`config.mk`:
```
export PLATFORM = sky130hd
export DESIGN_NAME = xbar_out_stage
export DESIGN_NICKNAME = d
export VERILOG_FILES = /design/src/rtl/xbar_out_pkg.sv /design/src/rtl/xbar_out_ctrl.sv /design/src/rtl/xbar_out_path.sv /design/src/rtl/xbar_out_stage.sv
export SDC_FILE = /design/constraint.sdc
export NUM_CORES = 1
export LEC_CHECK = 0
export BUFFER_PORTS_ARGS = -buffer_cell sky130_fd_sc_hd__clkbuf_2
export CORE_ASPECT_RATIO = 1.5
export CORE_MARGIN = 10
export CORE_UTILIZATION = 31
export CTS_BUF_LIST = sky130_fd_sc_hd__clkbuf_4
export DETAILED_ROUTE_END_ITERATION = 10
export GPL_TIMING_DRIVEN = 0
export SETUP_SLACK_MARGIN = 0.4
export SYNTH_ARGS = -nofsm -noshare
export SYNTH_HDL_FRONTEND = slang
export SYNTH_SLANG_ARGS = --single-unit
```
`constraint.sdc`:
```
create_clock -name clk -period 1.2 [get_ports clk]
set_clock_uncertainty 0.15 [all_clocks]
set_input_delay 0.06 -clock clk [delete_from_list [all_inputs] [get_ports clk]]
set_output_delay 0.06 -clock clk [all_outputs]
set_load 0.01 [all_outputs]
```
`src/rtl/xbar_out_pkg.sv`:
```
package xbar_out_pkg;
  localparam int ADDR_W = 2;
  localparam logic [ADDR_W-1:0] ADDR_CTRL   = 2'd0;
  localparam logic [ADDR_W-1:0] ADDR_ENABLE = 2'd1;
  localparam logic [ADDR_W-1:0] ADDR_STATE  = 2'd2;
  localparam logic [ADDR_W-1:0] ADDR_CMD    = 2'd3;

  // one-cycle software commands to the datapath
  typedef struct packed {
    logic flagClr;
    logic flagFrc;
  } flagStrobes_t;
endpackage

```
`src/rtl/xbar_out_ctrl.sv`:
```
module xbar_out_ctrl
  import xbar_out_pkg::*;
#(
  parameter int NUM_SRC = 8,
  parameter int DATA_W  = 16
) (
  input  logic              clk,
  input  logic              rstN,
  input  logic              regWrEn,
  input  logic [ADDR_W-1:0] regAddr,
  input  logic [DATA_W-1:0] regWrData,
  output logic [DATA_W-1:0] regRdData,
  input  logic              syncLvl,
  input  logic              flagLvl,
  output flagStrobes_t      strobes,
  output logic [NUM_SRC-1:0] enMask,
  output logic              latchSel,
  output logic              invertOut
);
  logic unusedWr;
  assign unusedWr = ^regWrData[DATA_W-1:2];

  logic wrCtrl, wrEnable, wrCmd;
  assign wrCtrl   = regWrEn && (regAddr == ADDR_CTRL);
  assign wrEnable = regWrEn && (regAddr == ADDR_ENABLE);
  assign wrCmd    = regWrEn && (regAddr == ADDR_CMD);

  always_ff @(posedge clk or negedge rstN) begin
    if (!rstN) begin
      latchSel  <= 1'b0;
      invertOut <= 1'b0;
      enMask    <= '0;
    end else begin
      if (wrCtrl) begin
        latchSel  <= regWrData[0];
        invertOut <= regWrData[1];
      end
      if (wrEnable) enMask <= regWrData[NUM_SRC-1:0];
    end
  end

  always_comb begin
    strobes.flagClr = wrCmd && regWrData[0];
    strobes.flagFrc = wrCmd && regWrData[1];
  end

  always_comb begin
    regRdData = '0;
    case (regAddr)
      ADDR_CTRL:   regRdData[1:0] = {invertOut, latchSel};
      ADDR_ENABLE: regRdData = DATA_W'(enMask);
      ADDR_STATE:  regRdData[1:0] = {flagLvl, syncLvl};
      default:     regRdData = '0;
    endcase
  end

  assert_cmd_reads_zero_R5: assert property (@(posedge clk) disable iff (!rstN)
    (regAddr == ADDR_CMD) |-> (regRdData == '0));

  assert_ctrl_write_R9: assert property (@(posedge clk) disable iff (!rstN)
    wrCtrl |=> (latchSel == $past(regWrData[0])));
endmodule

```
`src/rtl/xbar_out_path.sv`:
```
module xbar_out_path
  import xbar_out_pkg::*;
#(
  parameter int NUM_SRC     = 8,
  parameter int SYNC_STAGES = 2
) (
  input  logic               clk,
  input  logic               rstN,
  input  logic [NUM_SRC-1:0] srcIn,
  input  logic [NUM_SRC-1:0] enMask,
  input  flagStrobes_t       strobes,
  input  logic               latchSel,
  input  logic               invertOut,
  output logic               syncLvl,
  output logic               flagLvl,
  output logic               pinOut
);
  logic combined;
  assign combined = |(srcIn & enMask);

  logic [SYNC_STAGES-1:0] syncQ;
  genvar g;
  generate
    for (g = 0; g < SYNC_STAGES; g++) begin : gSync
      always_ff @(posedge clk or negedge rstN) begin
        if (!rstN)       syncQ[g] <= 1'b0;
        else if (g == 0) syncQ[g] <= combined;
        else             syncQ[g] <= syncQ[(g == 0) ? 0 : g-1];
      end
    end
  endgenerate
  assign syncLvl = syncQ[SYNC_STAGES-1];

  logic flagSet;
  assign flagSet = syncLvl || strobes.flagFrc;

  always_ff @(posedge clk or negedge rstN) begin
    if (!rstN)                flagLvl <= 1'b0;
    else if (flagSet)         flagLvl <= 1'b1;
    else if (strobes.flagClr) flagLvl <= 1'b0;
  end

  logic selected;
  assign selected = latchSel ? flagLvl : syncLvl;
  assign pinOut   = selected ^ invertOut;

  assert_flag_capture_R4: assert property (@(posedge clk) disable iff (!rstN)
    syncLvl |=> flagLvl);
  assert_flag_sticky_R4: assert property (@(posedge clk) disable iff (!rstN)
    (flagLvl && !strobes.flagClr) |=> flagLvl);
  assert_force_sets_R6: assert property (@(posedge clk) disable iff (!rstN)
    strobes.flagFrc |=> flagLvl);
  assert_set_wins_R7: assert property (@(posedge clk) disable iff (!rstN)
    (strobes.flagClr && (syncLvl || strobes.flagFrc)) |=> flagLvl);
  assert_clear_R5: assert property (@(posedge clk) disable iff (!rstN)
    (strobes.flagClr && !syncLvl && !strobes.flagFrc) |=> !flagLvl);

  generate
    if (SYNC_STAGES == 2) begin : gSyncCheck
      logic [1:0] agedQ;
      always_ff @(posedge clk or negedge rstN) begin
        if (!rstN)              agedQ <= '0;
        else if (agedQ != 2'd2) agedQ <= agedQ + 2'd1;
      end
      assert_sync_delay_R2: assert property (@(posedge clk) disable iff (!rstN)
        (agedQ == 2'd2) |-> (syncLvl == $past(combined, 2)));
    end
  endgenerate
endmodule

```
`src/rtl/xbar_out_stage.sv`:
```
module xbar_out_stage
  import xbar_out_pkg::*;
#(
  parameter int NUM_SRC     = 8,
  parameter int DATA_W      = 16,
  parameter int SYNC_STAGES = 2
) (
  input  logic               clk,
  input  logic               rstN,
  input  logic [NUM_SRC-1:0] srcIn,
  input  logic               regWrEn,
  input  logic [1:0]         regAddr,
  input  logic [DATA_W-1:0]  regWrData,
  output logic [DATA_W-1:0]  regRdData,
  output logic               pinOut
);
  flagStrobes_t strobes;
  logic [NUM_SRC-1:0] enMask;
  logic latchSel, invertOut, syncLvl, flagLvl;

  xbar_out_ctrl #(.NUM_SRC(NUM_SRC), .DATA_W(DATA_W)) uCtrl (
    .clk(clk), .rstN(rstN), .regWrEn(regWrEn), .regAddr(regAddr),
    .regWrData(regWrData), .regRdData(regRdData), .syncLvl(syncLvl),
    .flagLvl(flagLvl), .strobes(strobes), .enMask(enMask),
    .latchSel(latchSel), .invertOut(invertOut));

  xbar_out_path #(.NUM_SRC(NUM_SRC), .SYNC_STAGES(SYNC_STAGES)) uPath (
    .clk(clk), .rstN(rstN), .srcIn(srcIn), .enMask(enMask),
    .strobes(strobes), .latchSel(latchSel), .invertOut(invertOut),
    .syncLvl(syncLvl), .flagLvl(flagLvl), .pinOut(pinOut));

  assert_invert_pin_only_R10: assert property (@(posedge clk) disable iff (!rstN)
    (!latchSel) |-> (pinOut == (syncLvl ^ invertOut)));
endmodule

```
==> metrics.md, run 1 <==
| Metric | Value |
|---|---|
| Drt wl/cell | `~16 µm` |
| Failing checks | `negative hold slack, negative setup slack` |
| Post-Synthesis Cells | `56` |
| Share of cells above drive strength 1 | `73.15%` |
| Commonest cells after routing, fill and taps aside | `20 x clkbuf_2, 13 x buf_6, 13 x dfrtp_1` |
| Row count | `21` |
| Drt first pass iters | `2` |
| DRT iter0 DRCs | `4` |
| # DRC | `0` |
| Die width | `58.79 µm` |
| Die area | `4596 µm²` |
| Hpwl dp | `1.457 mm` |
| HP Class | `primary input to register` |
| Hold_ws | `-0.1305 ns` |
| Worst hold path depth | `2` |
| Setup CP Type | `register to output pin` |
| # hold bufs at CTS | `1` |
| Reg-to-reg critical path endpoint | `uPath.flagLvl` |
| WP data required | `0.99 ns` |
| Via count | `582` |
| # fillers | `roughly 200` |
| Layout net count | `138` |
| Initial Util | `31.69%` |
| Max Freq | `708.3 MHz` |
| Clk buf depth | `2` |
| Gr ovfl total | `0` |
| Final Max Tran Viols | `0` |
| Max Cap Viol | `0` |
| Pin count of the biggest net entering global routing | `14` |
| Slowest-stage cell, CP | `dfrtp_1` |
| Warnings, synthesis | `0` |
| Synth-to-layout area growth | `73.88%` |
| Synth Cell Area | `~700 µm²` |
| Vias in the first global route | `737` |
| WHS Endpoint | `uCtrl.enMask[4]` |
| CTS tree | `done` |
| # setup viols final | `3` |
| Worst R2R Setup Slack | `0.02 ns` |
| Top-area cell type share of the netlist area | `a little under half` |
| CTS sink cnt | `13` |
| Worst r2r src | `uPath.flagLvl` |
| Average cell area after synthesis | `approximately 12 µm²` |
| Synth top area cells | `dfrtp_1 47%, mux2_2 16%, buf_4 8.6%` |
| Antenna Cells | `0` |
| Flops & latches, synth | `13` |
| Slowest Stage Delay on Critical Path | `0.40 ns` |
| Final min period | `1.412 ns` |
| Post-DRT Antenna Nets | `0` |
| R2R depth | `3` |
| Post-synth cell types | `16` |
| Worst-path clk slew | `0.08 ns` |
| Drt via density | `4.443` |
| CTS Buf Count | `3` |
| Critical Path AT | `around 1.2 ns` |
| Crit share post-route | `117.7%` |
| Initial antenna violation count | `0` |
| CORE AREA | `about 2200 µm²` |
| Worst Setup Start Kind | `register` |
| H-tree depth | `1` |
| Global-route wire length before repair | `3.208 mm` |
| Worst setup EP type | `output pin` |
| Worst setup margin | `-0.2119 ns` |
| GR Util All Layers | `8.421%` |
| Pwr dens | `1154 nW/µm²` |
| WL final | `2.058 mm` |
| Gp weighted congestion | `0.6511` |
| Status | `finished, violations left` |
| Cell taking the most area after synthesis | `dfrtp_1` |
| Hold path start | `regWrData[4]` |
| Die Ht | `78.18 µm` |
| CP Max Fanout | `3` |
| Clk root buf | `clkbuf_4` |
| I/O Buffers | `28` |
| RSZ-0062 raised after global routing | `yes` |
| Worst-skew pair later-pin latency | `0.27 ns` |
| Hold Vio Cnt, Final | `12` |
| Ports | `46` |
| Leak pwr | `0.6310 nW` |
| Crit-path cells | `mux2i_2, xnor2_1, buf_2` |
| Post-route setup TNS | `-0.4384 ns` |
| Most common cell after layout, fill and taps aside | `clkbuf_2` |
| Seq/Total Area, Yosys | `46.51%` |
| Maximum vdd drop | `0.6781 mV` |
## worst max-delay path, delay by kind of cell (launching register included)
kind / cells / cell delay, ns
buffers and inverters: 1 / 0.15
muxes: 1 / 0.24
DFF: 1 / 0.40
xor gates and xnor gates: 1 / 0.14
## layer usage
layer	track usage (%)	share of wire, %	up-vias
met5	0	0	-
met1	10.28	40	265
met3	2.093	8.1	0
li1	-	-	291
met4	2.074	0	0
met2	14.14	52	26
## cells by family (layout without fill, tap and decap cells)
group           count (synthesis)  count (layout)  synth area share (%)
compound gates                  7               7                 8.230
buf+inv                         9              54                 9.302
xor+xnor                        1               1                 1.252
mux                            13              13                 20.39
other cells                     1               8                0.5362
flops                          13              13                 46.51
simple gates                   12              12                 13.78
## Yosys cell counts, drive strengths merged
cell and instances:
a221o 1, and2 6, buf 9, nor3b 1
mux2i 3, conb 1, nand4 2, nand3b 1
and2b 1, xnor2 1, mux2 10, and3 1
a22oi 4, o2bb2ai 2, dfrtp 13
## area by class of cell
type | instances | area, µm² | area share, %
Multi-Input combinational cell | 41 | 430.4 | 35.39
Timing Repair Buffer | 41 | 326.6 | 26.85
Sequential cell | 13 | 325.3 | 26.75
Buffer | 9 | 75.07 | 6.173
Clock buffer | 4 | 30.03 | 2.469
Tap cell | 23 | 28.78 | 2.366
## worst max path at each step
| stage | startpoint | endpoint | slack [ns] | cells after the start |
|---|---|---|---|---|
| finish | uCtrl.latchSel | pinOut | -0.21 | 3 |
| floorplan | regAddr[1] | uCtrl.invertOut | 0.22 | 3 |
| CTS | uCtrl.latchSel | pinOut | -0.23 | 3 |
| global placement | regAddr[0] | uCtrl.invertOut | 0.08 | 3 |
| global route | uCtrl.latchSel | pinOut | -0.32 | 3 |
| detailed placement | uCtrl.latchSel | pinOut | 0.07 | 3 |
## repair_timing
item | CTS | global route
endpoints found under the setup margin | 21 | 21
endpoints found under the hold margin | 25 | 12
buffers inserted | 7 | 5
gates resized for setup | 18 | 19
cloned | 0 | 0
pin swaps | 1 | 4
## flip-flops by register name, summed over array words and instances, names as in the netlist
name             count
uPath.flagLvl        1
uCtrl.enMask         8
uCtrl.invertOut      1
uCtrl.latchSel       1
uPath.syncLvl        1
uPath.syncQ          1
## power breakdown
group | internal, mW | total, mW | switching, mW
Sequential | 0.513 | 0.580 | 0.0673
Combinational | 0.357 | 0.537 | 0.179
Clock | 0.151 | 0.287 | 0.135
Total | 1.02 | 1.40 | 0.382
## stage by stage
| stage | power, mW | std cells | setup WS [ns] | util (%) | cell area [µm²] |
|---|---|---|---|---|---|
| floorplan | 0.7794 | 63 | 0.2214 | - | 778.2 |
| global placement | 0.8901 | 114 | 0.07901 | 42.91 | 947.2 |
| detailed placement | 0.9000 | 114 | 0.07438 | 42.91 | 947.2 |
| CTS | 1.344 | 126 | -0.2275 | 50.96 | 1125 |
| global route | 1.488 | 131 | -0.3230 | 55.10 | 1216 |
| finish | 1.404 | 131 | -0.2119 | 55.10 | 1216 |
(Power assumes the default switching activity.)
==> run 2: changes to the inputs <==
--- a/config.mk
+++ b/config.mk
@@ -6,12 +6,14 @@
 export NUM_CORES = 1
 export LEC_CHECK = 0
 export BUFFER_PORTS_ARGS = -buffer_cell sky130_fd_sc_hd__clkbuf_2
+export CAP_MARGIN = 30
 export CORE_ASPECT_RATIO = 1.5
 export CORE_MARGIN = 10
 export CORE_UTILIZATION = 31
 export CTS_BUF_LIST = sky130_fd_sc_hd__clkbuf_4
 export DETAILED_ROUTE_END_ITERATION = 10
 export GPL_TIMING_DRIVEN = 0
+export PLACE_DENSITY_LB_ADDON = 0.25
 export SETUP_SLACK_MARGIN = 0.4
 export SYNTH_ARGS = -nofsm -noshare
 export SYNTH_HDL_FRONTEND = slang
==> run 2 against run 1 <==
The flow still finishes with violations (negative hold slack, negative setup slack). Cell count is 3.8% lower. Highest routed layer is now met4. Worst setup slack better by 0.040 ns. Global-route usage up 0.22 points.
==> metrics.md, run 2 (synthesis gave the netlist of run 1 again) <==
| Metric | Value |
|---|---|
| Status | `finished, violations left (unchanged)` |
| Failing checks | `negative hold slack, negative setup slack (unchanged)` |
| Crit share post-route | `114.3% (was 117.7%)` |
| Antenna Cells | `0 (unchanged)` |
| DRT iter0 DRCs | `0 (was 4)` |
| RSZ-0062 raised after global routing | `yes (unchanged)` |
| Placed inst area | `947.2 µm² (unchanged)` |
| Clk root buf | `clkbuf_4 (unchanged)` |
| CTS sink cnt | `13 (unchanged)` |
| Drt via density | `4.635 (was 4.443)` |
| Biggest register | `uCtrl.enMask (unchanged)` |
| # setup viols final | `3 (unchanged)` |
| Final instance area | `1160 µm² (was 1216 µm²)` |
| Pin count of the biggest net entering global routing | `14 (unchanged)` |
| Max Freq | `729.2 MHz (was 708.3 MHz)` |
| I/O Buffers | `28 (unchanged)` |
| GR Util All Layers | `8.643% (was 8.421%)` |
| Via count | `584 (was 582)` |
| CORE AREA | `2207 µm² (unchanged)` |
| Commonest cells after routing, fill and taps aside | `21 x clkbuf_2, 13 x dfrtp_1, 10 x mux2_4 (was 20 x clkbuf_2, 13 x buf_6, 13 x dfrtp_1)` |
| Gr ovfl total | `0 (unchanged)` |
| Hpwl dp | `1.521 mm (was 1.457 mm)` |
| CP Max Fanout | `3 (unchanged)` |
| # hold bufs at CTS | `1 (unchanged)` |
| Die width | `58.79 µm (unchanged)` |
| Layout net count | `133 (was 138)` |
| Global-route wire length before repair | `3.298 mm (was 3.208 mm)` |
| Initial Util | `31.69% (unchanged)` |
| Hold_ws | `-0.1328 ns (was -0.1305 ns)` |
| Ports | `46 (unchanged)` |
| Max Cap Viol | `0 (unchanged)` |
| Worst setup EP type | `output pin (unchanged)` |
| Worst-path clk slew | `0.08 ns (about the same)` |
| WP data required | `0.99 ns (about the same)` |
| Hold Vio Cnt, Final | `12 (unchanged)` |
| Drt first pass iters | `1 (was 2)` |
| Row count | `21 (unchanged)` |
| H-tree depth | `1 (unchanged)` |
| Max FFs per register | `8 (unchanged)` |
| Maximum vdd drop | `0.6568 mV (was 0.6781 mV)` |
| WL final | `1.984 mm (was 2.058 mm)` |
| # DRC | `0 (unchanged)` |
| Die Ht | `78.18 µm (unchanged)` |
| Most common cell after layout, fill and taps aside | `clkbuf_2 (unchanged)` |
| Final min period | `1.371 ns (was 1.412 ns)` |
| Post-DRT Antenna Nets | `0 (unchanged)` |
| Die area | `4596 µm² (unchanged)` |
| Drt wl/cell | `15.75 µm (was 15.71 µm)` |
| Pwr dens | `1169 nW/µm² (was 1154 nW/µm²)` |
| Worst-skew pair later-pin latency | `0.27 ns (about the same)` |
| Critical Path AT | `1.16 ns (was 1.20 ns)` |
| Post-route setup TNS | `-0.3016 ns (was -0.4384 ns)` |
| Initial antenna violation count | `0 (unchanged)` |
| HP Class | `primary input to register (unchanged)` |
| Tot Pwr | `1.355 mW (was 1.404 mW)` |
| CTS tree | `done (unchanged)` |
| Synth-to-layout area growth | `65.83% (was 73.88%)` |
| Share of cells above drive strength 1 | `69.90% (was 73.15%)` |
| CTS Buf Count | `3 (unchanged)` |
| Worst setup margin | `-0.1714 ns (was -0.2119 ns)` |
| Worst Setup Start Kind | `register (unchanged)` |
| Setup CP Type | `register to output pin (unchanged)` |
| Final Max Tran Viols | `0 (unchanged)` |
| Leak pwr | `0.6069 nW (was 0.6310 nW)` |
| Clk buf depth | `2 (unchanged)` |
| Vias in the first global route | `725 (was 737)` |
| Gp weighted congestion | `0.7407 (was 0.6511)` |
==> run 2: worst max-delay path, stage by stage, from the launching register on <==
cell	delay (ns)
dfrtp_1	0.39
mux2i_1	0.23
xnor2_1	0.13
buf_2	0.15
==> run 2: routing by layer <==
metal  GRT usage [%]  up-vias  part of all wire, %
met1           9.623      276                   39
met2           14.24       24                   49
met3           4.187        2                   12
met5               0        -                    0
li1                -      282                    -
met4           2.074        0                 0.25
==> run 2: timing repair <==
item,in CTS,in global routing
buffers inserted,5,2
endpoints found under the setup margin,21,21
endpoints found under the hold margin,25,12
resized for setup,20,10
gates cloned,0,0
pin swaps,2,3
==> run 2: path summary, 6_finish.rpt <==
kind,from,endpoint,slack (ns),depth (start not counted)
worst max-delay path,uCtrl.latchSel,pinOut,-0.17,3
worst min-delay path,regWrData[4],uCtrl.enMask[4],-0.13,2
worst max register to register,uCtrl.invertOut,uCtrl.invertOut,0.13,2
worst min register to register,uPath.syncQ[0],uPath.syncLvl,0.21,0
max in group asynchronous,rstN,uPath.syncLvl,0.59,2
min in group asynchronous,rstN,uCtrl.enMask[5],0.07,2
==> run 2: metrics by stage <==
stage | setup slack [ns] | util (%) | cells
finish | -0.1714 | 52.55 | 126
global placement | 0.09294 | 42.91 | 114
global route | -0.2543 | 52.55 | 126
detailed placement | 0.08339 | 42.91 | 114
floorplan | 0.2214 | - | 63
CTS | -0.2082 | 50.91 | 124
==> run 2: layout make-up <==
type | instances | area (µm²)
Tap cell | 23 | 28.78
Multi-Input combinational cell | 41 | 422.9
Fill cell | 214 | 1047
Timing Repair Buffer | 36 | 277.8
Buffer | 9 | 75.07
Sequential cell | 13 | 325.3
Clock buffer | 4 | 30.03
==> run 2: where the power goes <==
group	switching, mW	internal [mW]	leakage, nW
registers	0.0614	0.513	0.146
clock network	0.137	0.151	0.0184
logic	0.170	0.323	0.442
==> run 3: changes to the inputs <==
--- a/config.mk
+++ b/config.mk
@@ -6,15 +6,16 @@
 export NUM_CORES = 1
 export LEC_CHECK = 0
 export BUFFER_PORTS_ARGS = -buffer_cell sky130_fd_sc_hd__clkbuf_2
-export CAP_MARGIN = 30
+export CAP_MARGIN = 25
 export CORE_ASPECT_RATIO = 1.5
 export CORE_MARGIN = 10
 export CORE_UTILIZATION = 31
 export CTS_BUF_LIST = sky130_fd_sc_hd__clkbuf_4
 export DETAILED_ROUTE_END_ITERATION = 10
 export GPL_TIMING_DRIVEN = 0
+export HOLD_SLACK_MARGIN = 0.15
 export PLACE_DENSITY_LB_ADDON = 0.25
-export SETUP_SLACK_MARGIN = 0.4
+export SETUP_SLACK_MARGIN = 0.2
 export SYNTH_ARGS = -nofsm -noshare
 export SYNTH_HDL_FRONTEND = slang
 export SYNTH_SLANG_ARGS = --single-unit
==> run 3 against run 2 <==
The run ends with negative setup slack left. Largest cell class is now non-clock buffers. Count of clock-buffer cells in the layout stayed put. Maximum frequency is 0.57% lower. Utilization is 2.9 points higher. First-iteration DRC count is 18 higher.
==> metrics.md, run 3 (synthesis gave the netlist of run 1 again) <==
| Metric | Value |
|---|---|
| Status | `finished, violations left (unchanged)` |
| Failing checks | `negative setup slack (was negative hold slack, negative setup slack)` |
| Tot Pwr | `1.327 mW (was 1.355 mW)` |
| Pin count of the biggest net entering global routing | `14 (unchanged)` |
| Worst Setup Start Kind | `register (unchanged)` |
| Drt wl/cell | `15.13 µm (was 15.75 µm)` |
| Antenna Cells | `0 (unchanged)` |
| CTS sink cnt | `13 (unchanged)` |
| I/O Buffers | `28 (unchanged)` |
| Vias in the first global route | `724 (was 725)` |
| Biggest register | `uCtrl.enMask (unchanged)` |
| Worst-skew pair later-pin latency | `0.27 ns (about the same)` |
| Hold path start | `regAddr[1] (was regWrData[4])` |
| Critical path origin | `uCtrl.latchSel (unchanged)` |
| Post-route setup TNS | `-0.2873 ns (was -0.3016 ns)` |
| Die area | `4596 µm² (unchanged)` |
| Hold Vio Cnt, Final | `0 (was 12)` |
| CP Max Fanout | `3 (unchanged)` |
| Most common cell after layout, fill and taps aside | `clkbuf_2 (unchanged)` |
| Global-route wire length before repair | `3.436 mm (was 3.298 mm)` |
| Max Cap Viol | `0 (unchanged)` |
| Commonest cells after routing, fill and taps aside | `20 x clkbuf_2, 17 x dlygate4sd3_1, 13 x dfrtp_1 (was 21 x clkbuf_2, 13 x dfrtp_1, 10 x mux2_4)` |
| Max FFs per register | `8 (unchanged)` |
| Die width | `58.79 µm (unchanged)` |
| Post-DRT Antenna Nets | `0 (unchanged)` |
| Initial antenna violation count | `0 (unchanged)` |
| Die Ht | `78.18 µm (unchanged)` |
| Gr ovfl total | `0 (unchanged)` |
| Via count | `637 (was 584)` |
| Maximum vdd drop | `0.6247 mV (was 0.6568 mV)` |
| Worst-path clk slew | `0.08 ns (about the same)` |
| RSZ-0062 raised after global routing | `yes (unchanged)` |
| Clk buf depth | `2 (unchanged)` |
| WP data required | `0.99 ns (about the same)` |
| Drt first pass iters | `4 (was 1)` |
| Drt via density | `4.518 (was 4.635)` |
| Crit share post-route | `114.9% (was 114.3%)` |
| Post-Place Setup Slack | `0.08399 ns (was 0.08339 ns)` |
| CTS tree | `done (unchanged)` |
| Crit-path cells | `mux2i_1, xnor2_1, buf_2 (unchanged)` |
| DRT iter0 DRCs | `18 (was 0)` |
| Crit path max-delay family | `flip-flops (unchanged)` |
| Met2 Usage GRT | `15.72% (was 14.24%)` |
| HP Class | `primary input to register (unchanged)` |
| Ports | `46 (unchanged)` |
| Hpwl dp | `1.480 mm (was 1.521 mm)` |
| Final instance area | `1225 µm² (was 1160 µm²)` |
| Setup CP Type | `register to output pin (unchanged)` |
| CORE AREA | `2207 µm² (unchanged)` |
| Critical path buffer and inverter count | `1 (unchanged)` |
| # setup viols final | `3 (unchanged)` |
| Leak pwr | `0.6311 nW (was 0.6069 nW)` |
| GR Util All Layers | `9.154% (was 8.643%)` |
| Worst r2r src | `uCtrl.enMask[6] (was uCtrl.invertOut)` |
| Critical Path AT | `1.17 ns (was 1.16 ns)` |
| # fillers | `206 (was 214)` |
| Pwr dens | `1084 nW/µm² (was 1169 nW/µm²)` |
| Row count | `21 (unchanged)` |
| CTS Buf Count | `3 (unchanged)` |
| Worst setup EP type | `output pin (unchanged)` |
| Initial Util | `31.69% (unchanged)` |
| WL final | `2.134 mm (was 1.984 mm)` |
| Placed inst area | `914.6 µm² (was 947.2 µm²)` |
| Final min period | `1.379 ns (was 1.371 ns)` |
| Max Freq | `725.0 MHz (was 729.2 MHz)` |
| Slowest Stage Delay on Critical Path | `0.40 ns (was 0.39 ns)` |
| H-tree depth | `1 (unchanged)` |
| Final Util | `55.50% (was 52.55%)` |
| Share of cells above drive strength 1 | `53.39% (was 69.90%)` |
| Final Max Tran Viols | `0 (unchanged)` |
| Met3 track demand over resource | `4.026% (was 4.187%)` |
| Slowest-stage cell, CP | `dfrtp_1 (unchanged)` |
| Layout net count | `148 (was 133)` |
| GRT busiest layer | `met2 (unchanged)` |
| Synth-to-layout area growth | `75.13% (was 65.83%)` |
| Worst setup margin | `-0.1793 ns (was -0.1714 ns)` |
| Gp weighted congestion | `0.7579 (was 0.7407)` |
| # DRC | `0 (unchanged)` |
| Clk root buf | `clkbuf_4 (unchanged)` |
| Met1 Usage GRT | `9.632% (was 9.623%)` |
==> run 3: cell count changes in the layout (fill, tap and decap cells not counted), sizes merged <==
cell,change
clkbuf,-1
dlygate4sd3,+16
==> run 3: layout make-up <==
class                           count  area (µm²)  area share (%)
Sequential cell                    13       325.3           26.56
Timing Repair Buffer               51       384.1           31.36
Tap cell                           23       28.78           2.349
Clock buffer                        4       30.03           2.451
Buffer                              9       71.32           5.822
Multi-Input combinational cell     41       385.4           31.46
==> run 3: path summary, 6_finish.rpt <==
check                                  end  slack [ns]  cells past startpoint
min reg2reg                  uPath.syncLvl        0.21                      0
max reg2reg                uCtrl.enMask[6]        0.05                      3
max                                 pinOut       -0.18                      3
max in group asynchronous    uPath.syncLvl        0.60                      2
min                          uPath.flagLvl        0.02                      3
min in group asynchronous   uCtrl.latchSel        0.06                      2
==> run 3: per-stage QoR <==
step / instances / hold WS (ns)
after floorplan: 63 / -0.3856
final: 141 / 0.02080
after global routing: 141 / 0.02202
after global placement: 114 / -0.1785
after detailed placement: 114 / -0.1741
after CTS: 140 / 0.01325
==> run 3: where the power goes <==
part,leakage (nW),internal (mW),switching (mW)
combinational,0.467,0.303,0.165
clock,0.0184,0.151,0.137
sequential,0.146,0.513,0.0579
total,0.631,0.967,0.360
==> run 3: worst register-to-register path, stage by stage, from the launching register on <==
cell	delay, ns
dfrtp_1	0.41
buf_6	0.12
buf_6	0.11
mux2_4	0.25
==> run 3: per-layer routing <==
| metal | wire length, µm | vias to the layer above |
|---|---|---|
| li1 | - | 309 |
| met1 | 795 | 298 |
| met2 | 1114 | 28 |
| met3 | 218 | 2 |
| met4 | 6 | 0 |
| met5 | 0 | - |
==> run 3: repair_timing <==
| action | CTS | global route |
|---|---|---|
| pin swaps | 4 | 2 |
| gates resized for setup | 13 | 11 |
| setup buffers | 5 | 1 |
| hold buffers | 17 | 2 |
| cloned | 0 | 0 |
| setup endpoints to repair | 11 | 18 |
| endpoints found under the hold margin | 25 | 18 |
